<file path="config.mk">
export PLATFORM = sky130hd
export DESIGN_NAME = fracn_ratio_ctrl
export DESIGN_NICKNAME = d
export VERILOG_FILES = /design/src/rtl/fracn_pkg.sv /design/src/rtl/fracn_accum.sv /design/src/rtl/fracn_comp.sv /design/src/rtl/fracn_fbdiv.sv /design/src/rtl/fracn_ratio_ctrl.sv
export SDC_FILE = /design/constraint.sdc
export NUM_CORES = 1
export LEC_CHECK = 0
export ABC_AREA = 1
export BUFFER_PORTS_ARGS = -buffer_cell sky130_fd_sc_hd__buf_4
export CORE_ASPECT_RATIO = 1.4
export CORE_MARGIN = 1
export CORE_UTILIZATION = 50
export DETAILED_ROUTE_END_ITERATION = 6
export PLACE_DENSITY_LB_ADDON = 0.12
export SYNTH_ARGS = -nofsm -noshare
export SYNTH_HDL_FRONTEND = slang
export SYNTH_HIERARCHICAL = 1
export SYNTH_SLANG_ARGS = --single-unit
</file>
<file path="constraint.sdc">
create_clock -name clk -period 5.45 [get_ports clk]
set_input_delay 0.8175 -clock clk [delete_from_list [all_inputs] [get_ports clk]]
set_output_delay 0.8175 -clock clk [all_outputs]
set_load 0.01 [all_outputs]
</file>
<file path="src/rtl/fracn_pkg.sv">
package fracn_pkg;

    parameter int NTOT_W = 10;
    parameter int SF_W   = 6;
    parameter int ACC_W  = 3;
    localparam int WIDE_W = ACC_W + 1;
    localparam int CODE_W = ACC_W + SF_W;
    localparam int RAT_W  = NTOT_W + 1;

    typedef logic [ACC_W-1:0]  acc_t;
    typedef logic [WIDE_W-1:0] wide_t;
    typedef logic [CODE_W-1:0] code_t;

    typedef struct packed {
        acc_t acc;
        logic plus1;
    } acc_state_t;

    typedef struct packed {
        code_t code;
        logic  div8;
    } comp_state_t;

    function automatic wide_t modulus_of(input logic sel8);
        return sel8 ? wide_t'(8) : wide_t'(5);
    endfunction

    function automatic wide_t clamp_num(input acc_t num, input wide_t m);
        wide_t n;
        n = wide_t'(num);
        return (n >= m) ? (m - wide_t'(1)) : n;
    endfunction

endpackage

</file>
<file path="src/rtl/fracn_accum.sv">
module fracn_accum
    import fracn_pkg::*;
(
    input  logic       clk,
    input  logic       rst,
    input  logic       stb,
    input  acc_t       num,
    input  logic       sel8,
    output acc_state_t st_q,
    output acc_t       acc_next
);
    wide_t m, num_eff, base, total, folded;
    logic  wrap;
    acc_state_t st_d;

    always_comb begin
        m       = modulus_of(sel8);
        num_eff = clamp_num(num, m);
        base    = (wide_t'(st_q.acc) >= m) ? '0 : wide_t'(st_q.acc);
        total   = base + num_eff;
        folded  = total - m;
        wrap    = (total >= m);
        acc_next = wrap ? folded[ACC_W-1:0] : total[ACC_W-1:0];
        st_d.acc   = acc_next;
        st_d.plus1 = wrap;
    end

    always_ff @(posedge clk) begin
        if (rst)
            st_q <= '0;
        else if (stb)
            st_q <= st_d;
    end


    acc_below_mod_chk: assert property (@(posedge clk) disable iff (rst)
        stb |=> (wide_t'(st_q.acc) < $past(m)));


    acc_hold_chk: assert property (@(posedge clk) disable iff (rst)
        !stb |=> ($stable(st_q.acc) && $stable(st_q.plus1)));


    zero_num_no_wrap_chk: assert property (@(posedge clk) disable iff (rst)
        (stb && num == '0) |=> !st_q.plus1);

endmodule

</file>
<file path="src/rtl/fracn_comp.sv">
module fracn_comp
    import fracn_pkg::*;
(
    input  logic              clk,
    input  logic              rst,
    input  logic              stb,
    input  acc_t              acc_new,
    input  logic [SF_W-1:0]   sf_norm,
    input  logic [SF_W-1:0]   sf_fast,
    input  logic              fast,
    input  logic              sel8,
    output comp_state_t       cs_q
);
    logic [SF_W-1:0] scale;
    comp_state_t cs_d;

    always_comb begin
        scale     = fast ? sf_fast : sf_norm;
        cs_d.code = code_t'(acc_new) * code_t'(scale);
        cs_d.div8 = sel8;
    end

    always_ff @(posedge clk) begin
        if (rst)
            cs_q <= '0;
        else if (stb)
            cs_q <= cs_d;
    end


    zero_scale_chk: assert property (@(posedge clk) disable iff (rst)
        (stb && ((fast ? sf_fast : sf_norm) == '0)) |=> (cs_q.code == '0));


    code_hold_chk: assert property (@(posedge clk) disable iff (rst)
        !stb |=> ($stable(cs_q.code) && $stable(cs_q.div8)));

endmodule

</file>
<file path="src/rtl/fracn_fbdiv.sv">
module fracn_fbdiv
    import fracn_pkg::*;
(
    input  logic              clk,
    input  logic              rst,
    input  logic              tick,
    input  logic [NTOT_W-1:0] ntot,
    input  logic              plus1,
    output logic              pulse_q
);
    localparam int CW = RAT_W + 1;
    logic [CW-1:0] cnt_q, ratio, cnt_inc;
    logic          term;

    always_comb begin
        ratio   = CW'(ntot) + CW'(plus1);
        cnt_inc = cnt_q + CW'(1);
        term    = (cnt_inc >= ratio);
    end

    always_ff @(posedge clk) begin
        if (rst) begin
            cnt_q   <= '0;
            pulse_q <= 1'b0;
        end else if (tick) begin
            cnt_q   <= term ? '0 : cnt_inc;
            pulse_q <= term;
        end else begin
            pulse_q <= 1'b0;
        end
    end


    pulse_needs_tick_chk: assert property (@(posedge clk) disable iff (rst)
        !tick |=> !pulse_q);


    pulse_clears_count_chk: assert property (@(posedge clk) disable iff (rst)
        pulse_q |-> (cnt_q == '0));

endmodule

</file>
<file path="src/rtl/fracn_ratio_ctrl.sv">
module fracn_ratio_ctrl
    import fracn_pkg::*;
(
    input  logic              clk,
    input  logic              rst,
    input  logic              cmp_stb,
    input  logic [NTOT_W-1:0] ntot,
    input  logic [ACC_W-1:0]  frac_num,
    input  logic              mod_sel8,
    input  logic [SF_W-1:0]   sf_norm,
    input  logic [SF_W-1:0]   sf_fast,
    input  logic              speedup,
    input  logic              fb_tick,
    output logic [ACC_W-1:0]  residue,
    output logic              div_plus1,
    output logic              fb_pulse,
    output logic [CODE_W-1:0] comp_code,
    output logic              comp_div8
);
    acc_state_t  acc_st;
    acc_t        acc_nx;
    comp_state_t comp_st;

    fracn_accum u_accum (
        .clk      (clk),
        .rst      (rst),
        .stb      (cmp_stb),
        .num      (frac_num),
        .sel8     (mod_sel8),
        .st_q     (acc_st),
        .acc_next (acc_nx)
    );

    fracn_comp u_comp (
        .clk     (clk),
        .rst     (rst),
        .stb     (cmp_stb),
        .acc_new (acc_nx),
        .sf_norm (sf_norm),
        .sf_fast (sf_fast),
        .fast    (speedup),
        .sel8    (mod_sel8),
        .cs_q    (comp_st)
    );

    fracn_fbdiv u_fbdiv (
        .clk     (clk),
        .rst     (rst),
        .tick    (fb_tick),
        .ntot    (ntot),
        .plus1   (acc_st.plus1),
        .pulse_q (fb_pulse)
    );

    assign residue   = acc_st.acc;
    assign div_plus1 = acc_st.plus1;
    assign comp_code = comp_st.code;
    assign comp_div8 = comp_st.div8;


    reset_clear_chk: assert property (@(posedge clk)
        rst |=> (residue == '0 && !div_plus1 && !fb_pulse && comp_code == '0));

endmodule

</file>
==> metrics.cfg, run 1 <==
[status]
status = completed

[setup_path]
crit_path_end = u_comp/cs_q[7]
critPathLaunch = mod_sel8
r2r_slack_ns = 1.02
crit_family = adder cells
critPathRequiredTime_ns = 5.63
path_common_cell = nand2_1
path_max_fanout = 5
r2r-start = u_accum/st_q[1]
max_stage_delay_ns = 0.53
cp_slowest_cell = fa_1
worst_r2r_endpoint = u_comp/cs_q[7]
arrival_ns = 4.96
worst-path-buf-inv = 5
worstSetupStartpointType = input port
worstSetupEndpointType = register
crit_type = in2reg
cp_num_cells = 26
reg2regPathDepth = 25

[hold_path]
worstHoldPathType = reg2reg
hold_depth = 2

[global_routing]
grt_pass1_wl_um = 9470
grt_antenna_before_repair = 0
grt_pass1_vias = 2356
grt_usage_pct = 20.5
grt_overflow = 0
grt_max_degree = 23

[finish]
num-nets-final = 510
num_antenna_cells = 0
instances_no_fill = 507
area_delta_synth_final_pct = 14.9
design_area_um2 = 3150
layout-drive-gt1-share_pct = 21.5

[route]
postRouteAntennaNets = 0
wl_um = 5530
vias = 2483
drtPass1Iterations = 3
wl_per_cell_um = 10.9
drt_iter0_markers = 56
vias_per_cell = 4.90
drc = 0

[cts]
postCtsSetupBuffers = 0
clk_pin_slew_worst_paths_ns = 0.09
cts_sinks = 27
cts_buffer_depth = 2
cts_resized = 0
htreeDepth = 1
clkLatencyLatePin_ns = 0.27
ctsRootBufferMaster = clkbuf_8
postCtsHoldBufs = 0
numCtsBuffers = 3
cts_tree = done

[timing]
slew_headroom_pct = 59.5
setup_viol = 0
hold_viol_final = 0
worst_pin_slew_ns = 0.607
setup_slack_ns = 0.669
fmax_ghz = 0.209
min_period_ns = 4.78
rsz0062_at_grt = no
setup_tns_ns = 0
finClkSkew_ns = 0.00119
finalMaxSlewViolations = 0
min_period_over_period_pct = 87.7

[floorplanning]
die_x_um = 64.6
fp.dieH_um = 89.6
initial_core_util_pct = 52.3
dieArea_um2 = 5780
ios = 46
num_rows = 31
fp.coreArea_um2 = 5240

[synth]
synth_compound_area_share_pct = 10.4
synth_cell_type_count = 38
synthArstFlopShare_pct = 0
synthMuxAreaShare_pct = 1.19
ys.warnings.count = 6
synth-xor-area-share_pct = 4.47
synth_edf_count = 0
synth_top_family_by_area = simple AND/OR/NAND/NOR gates
syn_avg_cell_area_um2 = 6.85
synth_adder_area_share_pct = 18.5
ys_seq_area_share_pct = 19.7
ys_seq_elements = 27
syn_inst = 400
syn_nets = 468
syn-cell-area_um2 = 2740
synth_ff_type = dfxtp_1
synth-simple-area-share_pct = 33.4

[placement]
dp_slack_ns = 0.353
dp.final_hpwl_um = 4640
post_dp_cell_area_um2 = 3100
gp_congestion = 0.880
numPortBuffers = 45
dp.cells = 503

[power]
ir_worst_vdd_mv = 0.210
p_leak_nw = 1.72
power_density_nw_per_um2 = 262

[flow_run]
maxCapViolations = 0

## layout by cell type (no fill, tap or decap), types with 2 or more instances in the layout
master	synthesis	routed
nand2_1	90	90
inv_1	70	70
buf_4	1	45
nor2_1	43	43
ha_1	31	31
dfxtp_1	27	27
nand3_1	21	21
a21oi_1	14	14
o21ai_0	14	14
nand3_2	10	10
a21oi_2	10	10
nand2_2	8	8
xor2_1	8	8
xnor2_1	6	6
fa_1	6	6
nor3_1	4	4
nand4_1	4	4
clkbuf_8	0	3
inv_2	3	3
nand2_4	3	3
nor2_4	3	3
clkinv_2	1	2
mux2_2	2	2
a21o_1	2	2
nor2_2	2	2
## synth_stat cells (all sizes together) (2+ instances only)
cell type  count  area share [%]
xnor2          6             1.9
o21ai         14             2.6
a21oi         25             6.3
inv           73              10
buf            4             1.6
nor3           4            0.73
or2            2            0.46
a21o           3            0.87
dfxtp         27              20
fa             6             4.4
mux2           2            0.82
nor2          48             7.6
clkbuf         4            0.55
ha            31              14
nand3         31             7.5
nand2        101              15
xor2           8             2.6
nand4          4            0.91
## layout make-up
cell class | count | area (um2)
well taps | 66 | 82.6
inverters | 74 | 279
repair buffers | 45 | 338
multi-input cells | 291 | 1860
clock inverters | 1 | 5.00
clock buffers | 3 | 41.3
flip-flops and latches | 27 | 541
fillers | 551 | 2090
## report_power, final
group          total, mW  internal (mW)  switching, mW
clock              0.115         0.0513         0.0641
combinational      0.478          0.197          0.281
sequential         0.231          0.219         0.0123
## metrics by stage
stage	power, mW	util, %	hold WS [ns]
3_5_place_dp	0.719	59.2	0.458
5_1_grt	0.921	60.1	0.514
4_1_cts	0.839	60.1	0.474
6_report	0.825	60.1	0.471
3_3_place_gp	0.711	59.2	0.444
2_1_floorplan	0.585	-	0.429
## cell families after synthesis
kind of cell | count (synthesis)
DFF | 27
and+or+nand+nor | 193
AOI/OAI and AO/OA | 44
xor gates and xnor gates | 14
adders and majority gates | 37
buffers and inverters | 82
muxes | 3
## worst reg2reg max path: stages, from the launching register on
cell and delay [ns]:
dfxtp_1 0.34, inv_1 0.07, ha_1 0.27, nor2_1 0.04
nor3_1 0.26, nor2_1 0.08, ha_1 0.23, fa_1 0.38
nand2_1 0.08, nand2_1 0.07, ha_1 0.30, nand2_1 0.09
clkinv_2 0.07, nand2_4 0.09, nand3_1 0.09, nand2_1 0.17
nand2_1 0.10, fa_1 0.53, inv_1 0.04, ha_1 0.21
fa_1 0.43, nand3_1 0.14, a21o_1 0.12, nand3_1 0.05
nand2_1 0.06, inv_1 0.03
## sequential cells by signal (all words and copies together), names as in the netlist
name and flops:
u_comp/cs_q 10, u_accum/st_q 4, u_fbdiv/cnt_q 12, u_fbdiv/pulse_q 1
## worst min path at each step
stage,start,to,slack (ns)
6_report,u_comp/cs_q[9],u_comp/cs_q[9],0.47
5_1_grt,u_fbdiv/cnt_q[11],u_fbdiv/cnt_q[11],0.51
4_1_cts,u_comp/cs_q[9],u_comp/cs_q[9],0.47
3_5_place_dp,u_comp/cs_q[9],u_comp/cs_q[9],0.46
3_3_place_gp,u_fbdiv/cnt_q[11],u_fbdiv/cnt_q[11],0.44
2_1_floorplan,u_fbdiv/cnt_q[11],u_fbdiv/cnt_q[11],0.43
## routing by layer
layer | vias up | share of wire [%] | track usage, %
li1 | 1326 | - | -
met1 | 1111 | 43 | 21.9
met2 | 38 | 53 | 42.5
met3 | 8 | 1.9 | 0.884
met4 | 0 | 1.6 | 6.46
met5 | - | 0 | 0
No activity file was read; power rests on OpenSTA's default activity.
==> run 2, diff against run 1 <==
--- a/config.mk
+++ b/config.mk
@@ -7,6 +7,7 @@
 export LEC_CHECK = 0
 export ABC_AREA = 1
 export BUFFER_PORTS_ARGS = -buffer_cell sky130_fd_sc_hd__buf_4
+export CAP_MARGIN = 20
 export CORE_ASPECT_RATIO = 1.4
 export CORE_MARGIN = 1
 export CORE_UTILIZATION = 50
@@ -14,5 +15,4 @@
 export PLACE_DENSITY_LB_ADDON = 0.12
 export SYNTH_ARGS = -nofsm -noshare
 export SYNTH_HDL_FRONTEND = slang
-export SYNTH_HIERARCHICAL = 1
 export SYNTH_SLANG_ARGS = --single-unit
==> run 2 against run 1 <==
Compared with the run above:
- via count down 8.1%
- clock skew up 0.010 ns
- die area down 8.3%
- largest cell class unchanged
- synthesized cell count down 10%
- global-route usage up 0.42 points
- largest power group unchanged
- setup slack worse by 0.34 ns
- routed wire length down 7.9%
- highest routed layer unchanged
- first-iteration DRC count down 36%
- core utilization up 1.1 points
- clock power about the same
==> metrics.cfg, run 2 <==
[status]
status = completed

[route]
postRouteAntennaNets = 0
top_layer = met4
route.met2.wl_um = 2820
wl_per_cell_um = 10.8
drt-met1-wl_um = 2030
wl_met3_um = 127
drc = 0
wl_um = 5090
drtPass1Iterations = 4
vias = 2281
drt_iter0_markers = 36
vias_per_cell = 4.85

[setup_path]
r2r-start = u_accum.st_q[1]
path_max_fanout = 5
crit_family = adder cells
cp_slowest_cell = fa_1
max_stage_delay_ns = 0.51
critPathLaunch = mod_sel8
r2r_slack_ns = 0.54
worstSetupEndpointType = register
worst-path-buf-inv = 4
arrival_ns = 5.28
critPathRequiredTime_ns = 5.61
worstSetupStartpointType = input port
crit_type = in2reg

[power]
total_power_uw = 903
power_density_nw_per_um2 = 305
ir_worst_vdd_mv = 0.214
p_leak_nw = 1.58

[synth]
synthTopCellsByCount = nand2_1 (68), inv_1 (65), nor2_1 (39)
synth_most_common_cell = nand2_1
syn-cell-area_um2 = 2510
ys_seq_area_share_pct = 21.6
ys.warnings.count = 0
syn_inst = 360
syn_nets = 428
synthArstFlopShare_pct = 0
synth_top_area_share_pct = 21.6
syn_avg_cell_area_um2 = 6.96
synth_ff_type = dfxtp_1
synth_area_leaders = dfxtp_1 (22%), ha_1 (15%), nand2_1 (10%)
synth_area_leader_cell = dfxtp_1
synth_cell_type_count = 32
synth_edf_count = 0
ys_seq_elements = 27

[placement]
numPortBuffers = 45
dp.final_hpwl_um = 4330
dp_slack_ns = -0.0730
gp_congestion = 0.826

[finish]
area_delta_synth_final_pct = 18.3
final_cell_mix = nand2_1 (68), inv_1 (65), buf_4 (48)
layout-drive-gt1-share_pct = 19.5
num-nets-final = 475
reg_top3 = u_fbdiv.cnt_q x12, u_comp.cs_q x10, u_accum.st_q x4
fill_cells = 457
num_antenna_cells = 0
largest_reg_flops = 12
regMostFlops = u_fbdiv.cnt_q
layout_commonest_cell = nand2_1

[cts]
cts_sinks = 27
htreeDepth = 1
ctsRootBufferMaster = clkbuf_8
postCtsHoldBufs = 0
cts_tree = done
cts_resized = 0
postCtsSetupBuffers = 0
cts_buffer_depth = 2
clk_pin_slew_worst_paths_ns = 0.10
clkLatencyLatePin_ns = 0.27
numCtsBuffers = 3

[timing]
hold_viol_final = 0
rsz0062_at_grt = no
setup_slack_ns = 0.331
min_period_over_period_pct = 93.9
slew_headroom_pct = 73.1
finClkSkew_ns = 0.0114
setup_viol = 0
fmax_ghz = 0.195
min_period_ns = 5.12
hold_ws_ns = 0.466
worst_pin_slew_ns = 0.404
finalMaxSlewViolations = 0
setup_tns_ns = 0

[hold_path]
min-delay-start = u_fbdiv.cnt_q[11]
worstHoldPathType = reg2reg

[floorplanning]
die_x_um = 61.8
dieArea_um2 = 5300
ios = 46
fp.coreArea_um2 = 4840
fp.dieH_um = 85.8
initial_core_util_pct = 51.8
num_rows = 30

[global_routing]
grt_usage_pct = 20.9
grt_max_degree = 16
grt_overflow = 0
grt_pass1_vias = 2173
grt_antenna_before_repair = 0
grt_pass1_wl_um = 8490

[flow_run]
maxCapViolations = 0

-- run 2: cell count changes after synthesis, sizes merged, moves of 2 or more --
cell    change
a21oi       -7
nand2      -26
nor2        +5
nand3      -17
or2         -2
o21ai       +8
inv         -8
buf         -3
xor2        +6
nand3b      +2
-- run 2: worst min-delay path, cell delays in order (launching register included) --
cell,delay (ns)
dfxtp_1,0.32
inv_1,0.07
nor3_1,0.04
-- run 2: final cells by class --
cell class	instances	area (um2)	share of cell area, %
inverter	66	248	8.36
clock buffer	3	41.3	1.39
multi-input combinational	261	1690	57.0
clock inverter	1	5.00	0.169
timing repair buffer	48	360	12.2
tap	64	80.1	2.70
sequential	27	541	18.2
-- run 2: routing by layer --
| metal | vias to the layer above | track usage [%] |
|---|---|---|
| met1 | 1005 | 20.1 |
| met5 | - | 0 |
| met2 | 48 | 43.1 |
| met3 | 10 | 1.21 |
| met4 | 0 | 7.07 |
| li1 | 1218 | - |
-- run 2: power breakdown --
part	total [mW]	switching [mW]	leakage, nW	internal (mW)
Clock	0.112	0.0610	0.0255	0.0511
Combinational	0.546	0.314	1.34	0.232
Sequential	0.245	0.0188	0.221	0.226
Total	0.903	0.393	1.58	0.510
-- run 2: stage by stage --
stage          cells  utilization, %  area, um2
5_1_grt          470            61.2       2960
2_1_floorplan    360               -       2510
3_5_place_dp     466            60.2       2920
4_1_cts          470            61.2       2960
6_report         470            61.2       2960
3_3_place_gp     466            60.2       2920
-- run 2: worst paths after layout --
check | to | cells past startpoint
worst max register to register | u_comp.cs_q[9] | 25
worst min register to register | u_fbdiv.cnt_q[11] | 2
worst max-delay path | u_comp.cs_q[9] | 26
worst min-delay path | u_fbdiv.cnt_q[11] | 2
-- run 2: cell families (layout without fill, tap and decap cells) --
| group | after synthesis | after routing | synth area share [%] |
|---|---|---|---|
| compound gates | 46 | 46 | 9.84 |
| xor+xnor | 19 | 19 | 6.64 |
| mux | 3 | 3 | 1.30 |
| flops | 27 | 27 | 21.6 |
| fa+ha+maj | 37 | 37 | 20.3 |
| buf+inv | 72 | 118 | 11.1 |
| simple gates | 156 | 156 | 29.3 |
==> run 3, diff against run 2 <==
--- a/config.mk
+++ b/config.mk
@@ -5,7 +5,6 @@
 export SDC_FILE = /design/constraint.sdc
 export NUM_CORES = 1
 export LEC_CHECK = 0
-export ABC_AREA = 1
 export BUFFER_PORTS_ARGS = -buffer_cell sky130_fd_sc_hd__buf_4
 export CAP_MARGIN = 20
 export CORE_ASPECT_RATIO = 1.4
==> run 3 against run 2 <==
Compared with the run above:
- cell count shrank 14%
- critical endpoint unchanged
- first-iteration DRC count up 130%
- sequential power down 2%
- sequential cell count is the same
- clock power about the same
- register-to-register slack better by 0.11 ns
- via count is 4.3% lower
- total power fell by 10%
- worst hold slack got worse by 0.0060 ns
- sequential share of layout area rose by 0.054 points
- count of clock-buffer cells in the layout unchanged
- maximum frequency shrank 0.18%
==> metrics.cfg, run 3 <==
[timing]
fmax_ghz = 0.195
min_period_over_period_pct = 94.1
setup_tns_ns = 0
setup_viol = 0
worst_pin_slew_ns = 0.567
min_period_ns = 5.13
finClkSkew_ns = 0.00730
finalMaxSlewViolations = 0
slew_headroom_pct = 62.2
hold_viol_final = 0
hold_ws_ns = 0.460
rsz0062_at_grt = no
setup_slack_ns = 0.322

[power]
power_frac_seq_pct = 29.8
p_int_uw = 506
comb_power_share_pct = 56.3
p_leak_nw = 1.46
ir_worst_vdd_mv = 0.107
switching_share_pct = 37.6
power_frac_clock_pct = 13.9
switching_power_uw = 304
power_density_nw_per_um2 = 274

[route]
drc = 0
wl_per_cell_um = 12.7
wl_um = 5120
vias_per_cell = 5.43
drt_iter0_markers = 83
vias = 2184
drtPass1Iterations = 4
postRouteAntennaNets = 0

[finish]
fill_cells = 432
num-nets-final = 409
final_cell_mix = buf_4 (52), nor2_1 (31), ha_1 (30)
regMostFlops = u_fbdiv.cnt_q
area_delta_synth_final_pct = 22.3
largest_reg_flops = 12
fin_util_pct = 64.6
instances_no_fill = 402
reg_top3 = u_fbdiv.cnt_q x12, u_comp.cs_q x10, u_accum.st_q x4
num_antenna_cells = 0
layout_commonest_cell = buf_4
layout-drive-gt1-share_pct = 23.5

[floorplanning]
initial_core_util_pct = 52.9
die_x_um = 60.8
num_rows = 29
ios = 46
fp.coreArea_um2 = 4570
dieArea_um2 = 5120
fp.dieH_um = 84.3

[hold_path]
min-delay-start = u_fbdiv.cnt_q[5]
holdPathEnd = u_fbdiv.cnt_q[5]
hold_depth = 2
worstHoldPathType = reg2reg

[global_routing]
grt_overflow = 0
grt_antenna_before_repair = 0
grt_pass1_wl_um = 8790
grt_pass1_vias = 2174
grt_max_degree = 21
grt_usage_pct = 21.8

[synth]
syn-cell-area_um2 = 2420
synth_cell_type_count = 42
syn_inst = 292
syn_avg_cell_area_um2 = 8.28
ys_seq_area_share_pct = 22.4
synthArstFlopShare_pct = 0
synthTopCellsByCount = ha_1 (31), nor2_1 (31), dfxtp_1 (27)
syn_nets = 360
synth_area_leaders = dfxtp_1 (22%), ha_1 (16%), xnor2_1 (5.8%)
synth_edf_count = 0
synth_top_area_share_pct = 22.4
synth_area_leader_cell = dfxtp_1
ys.warnings.count = 0
synth_ff_type = dfxtp_1
ys_seq_elements = 27

[cts]
htreeDepth = 1
clk_pin_slew_worst_paths_ns = 0.09
cts_sinks = 27
clkLatencyLatePin_ns = 0.27
cts_tree = done
ctsRootBufferMaster = clkbuf_8
numCtsBuffers = 3
cts_buffer_depth = 2
postCtsSetupBuffers = 0

[placement]
gp_congestion = 0.858
dp_slack_ns = -0.0915
dp.final_hpwl_um = 4260
dp.cells = 398
numPortBuffers = 45

[setup_path]
critPathRequiredTime_ns = 5.61
path_max_fanout = 5
worstSetupStartpointType = input port
r2r-start = u_accum.st_q[1]
arrival_ns = 5.29
worst_r2r_endpoint = u_comp.cs_q[9]
reg2regPathDepth = 23
r2r_slack_ns = 0.65
crit_type = in2reg
worstSetupEndpointType = register

[flow_run]
maxCapViolations = 0

[status]
status = completed

run 3: changes by cell type after synthesis, sizes merged, moves of 9 or more:
| cell | change |
|---|---|
| nand2 | -50 |
| o21ai | -18 |
| a21o | +10 |
| xnor2 | +11 |
| nor2 | -22 |
| xor2 | -9 |
| inv | -43 |
run 3: cells by family after synthesis:
| kind of cell | synth area share (%) |
|---|---|
| and+or+nand+nor | 23.3 |
| AOI/OAI and AO/OA | 14.5 |
| adders and majority gates | 21.0 |
| buffers and inverters | 4.71 |
| DFF | 22.4 |
| xor gates and xnor gates | 7.61 |
| muxes | 6.52 |
run 3: power by group through the flow:
stage	clock, mW	combinational, mW	sequential [mW]
2_1_floorplan	0	0.273	0.255
3_3_place_gp	0	0.423	0.246
3_5_place_dp	0	0.429	0.246
4_1_cts	0.116	0.431	0.242
5_1_grt	0.127	0.516	0.245
6_report	0.112	0.456	0.241
run 3: layer usage:
layer	GRT usage, %	vias to the layer above	share of wire [%]	routed length, um
li1	-	1118	-	-
met1	24.3	1017	41	2120
met2	41.5	41	54	2770
met3	2.16	8	3.0	155
met4	6.20	0	1.6	82
met5	0	-	0	0
run 3: area by class of cell:
class | count | area, um2 | area share [%]
Clock buffer | 3 | 41.3 | 1.40
Clock inverter | 1 | 5.00 | 0.169
Inverter | 22 | 82.6 | 2.79
Multi-Input combinational cell | 235 | 1820 | 61.5
Sequential cell | 27 | 541 | 18.3
Tap cell | 62 | 77.6 | 2.62
Timing Repair Buffer | 52 | 390 | 13.2
run 3: critical path, stage by stage:
cell,delay [ns]
buf_4,0.11
inv_1,0.10
ha_1,0.25
nor3b_2,0.19
nor2_1,0.07
nor2_1,0.13
ha_2,0.21
fa_1,0.42
inv_1,0.13
ha_1,0.19
o21ai_0,0.09
a21o_1,0.20
a21o_4,0.25
mux2_4,0.24
nand2_1,0.08
fa_1,0.54
inv_1,0.04
ha_1,0.22
fa_2,0.36
a21o_1,0.20
a21oi_2,0.16
o21bai_1,0.08
a21oi_1,0.14
a211oi_1,0.08
run 3: worst max path at each step:
stage / endpoint / from / depth (start not counted) / slack [ns]
3_3_place_gp: u_comp.cs_q[9] / mod_sel8 / 24 / 0.03
6_report: u_comp.cs_q[9] / mod_sel8 / 24 / 0.32
3_5_place_dp: u_comp.cs_q[9] / mod_sel8 / 24 / -0.09
2_1_floorplan: u_comp.cs_q[9] / mod_sel8 / 23 / 0.20
4_1_cts: u_comp.cs_q[9] / mod_sel8 / 24 / 0.18
5_1_grt: u_comp.cs_q[9] / mod_sel8 / 24 / 0.03
run 3: what timing repair did:
item | CTS | global route
gates resized for setup | 0 | 12
hold buffers | 0 | 0
endpoints found under the setup margin | 0 | 3
run 3: through the flow:
stage          cell area (um2)  total power, mW
6_report                  2960            0.810
2_1_floorplan             2420            0.528
3_3_place_gp              2850            0.669
3_5_place_dp              2850            0.675
4_1_cts                   2900            0.789
5_1_grt                   2960            0.887
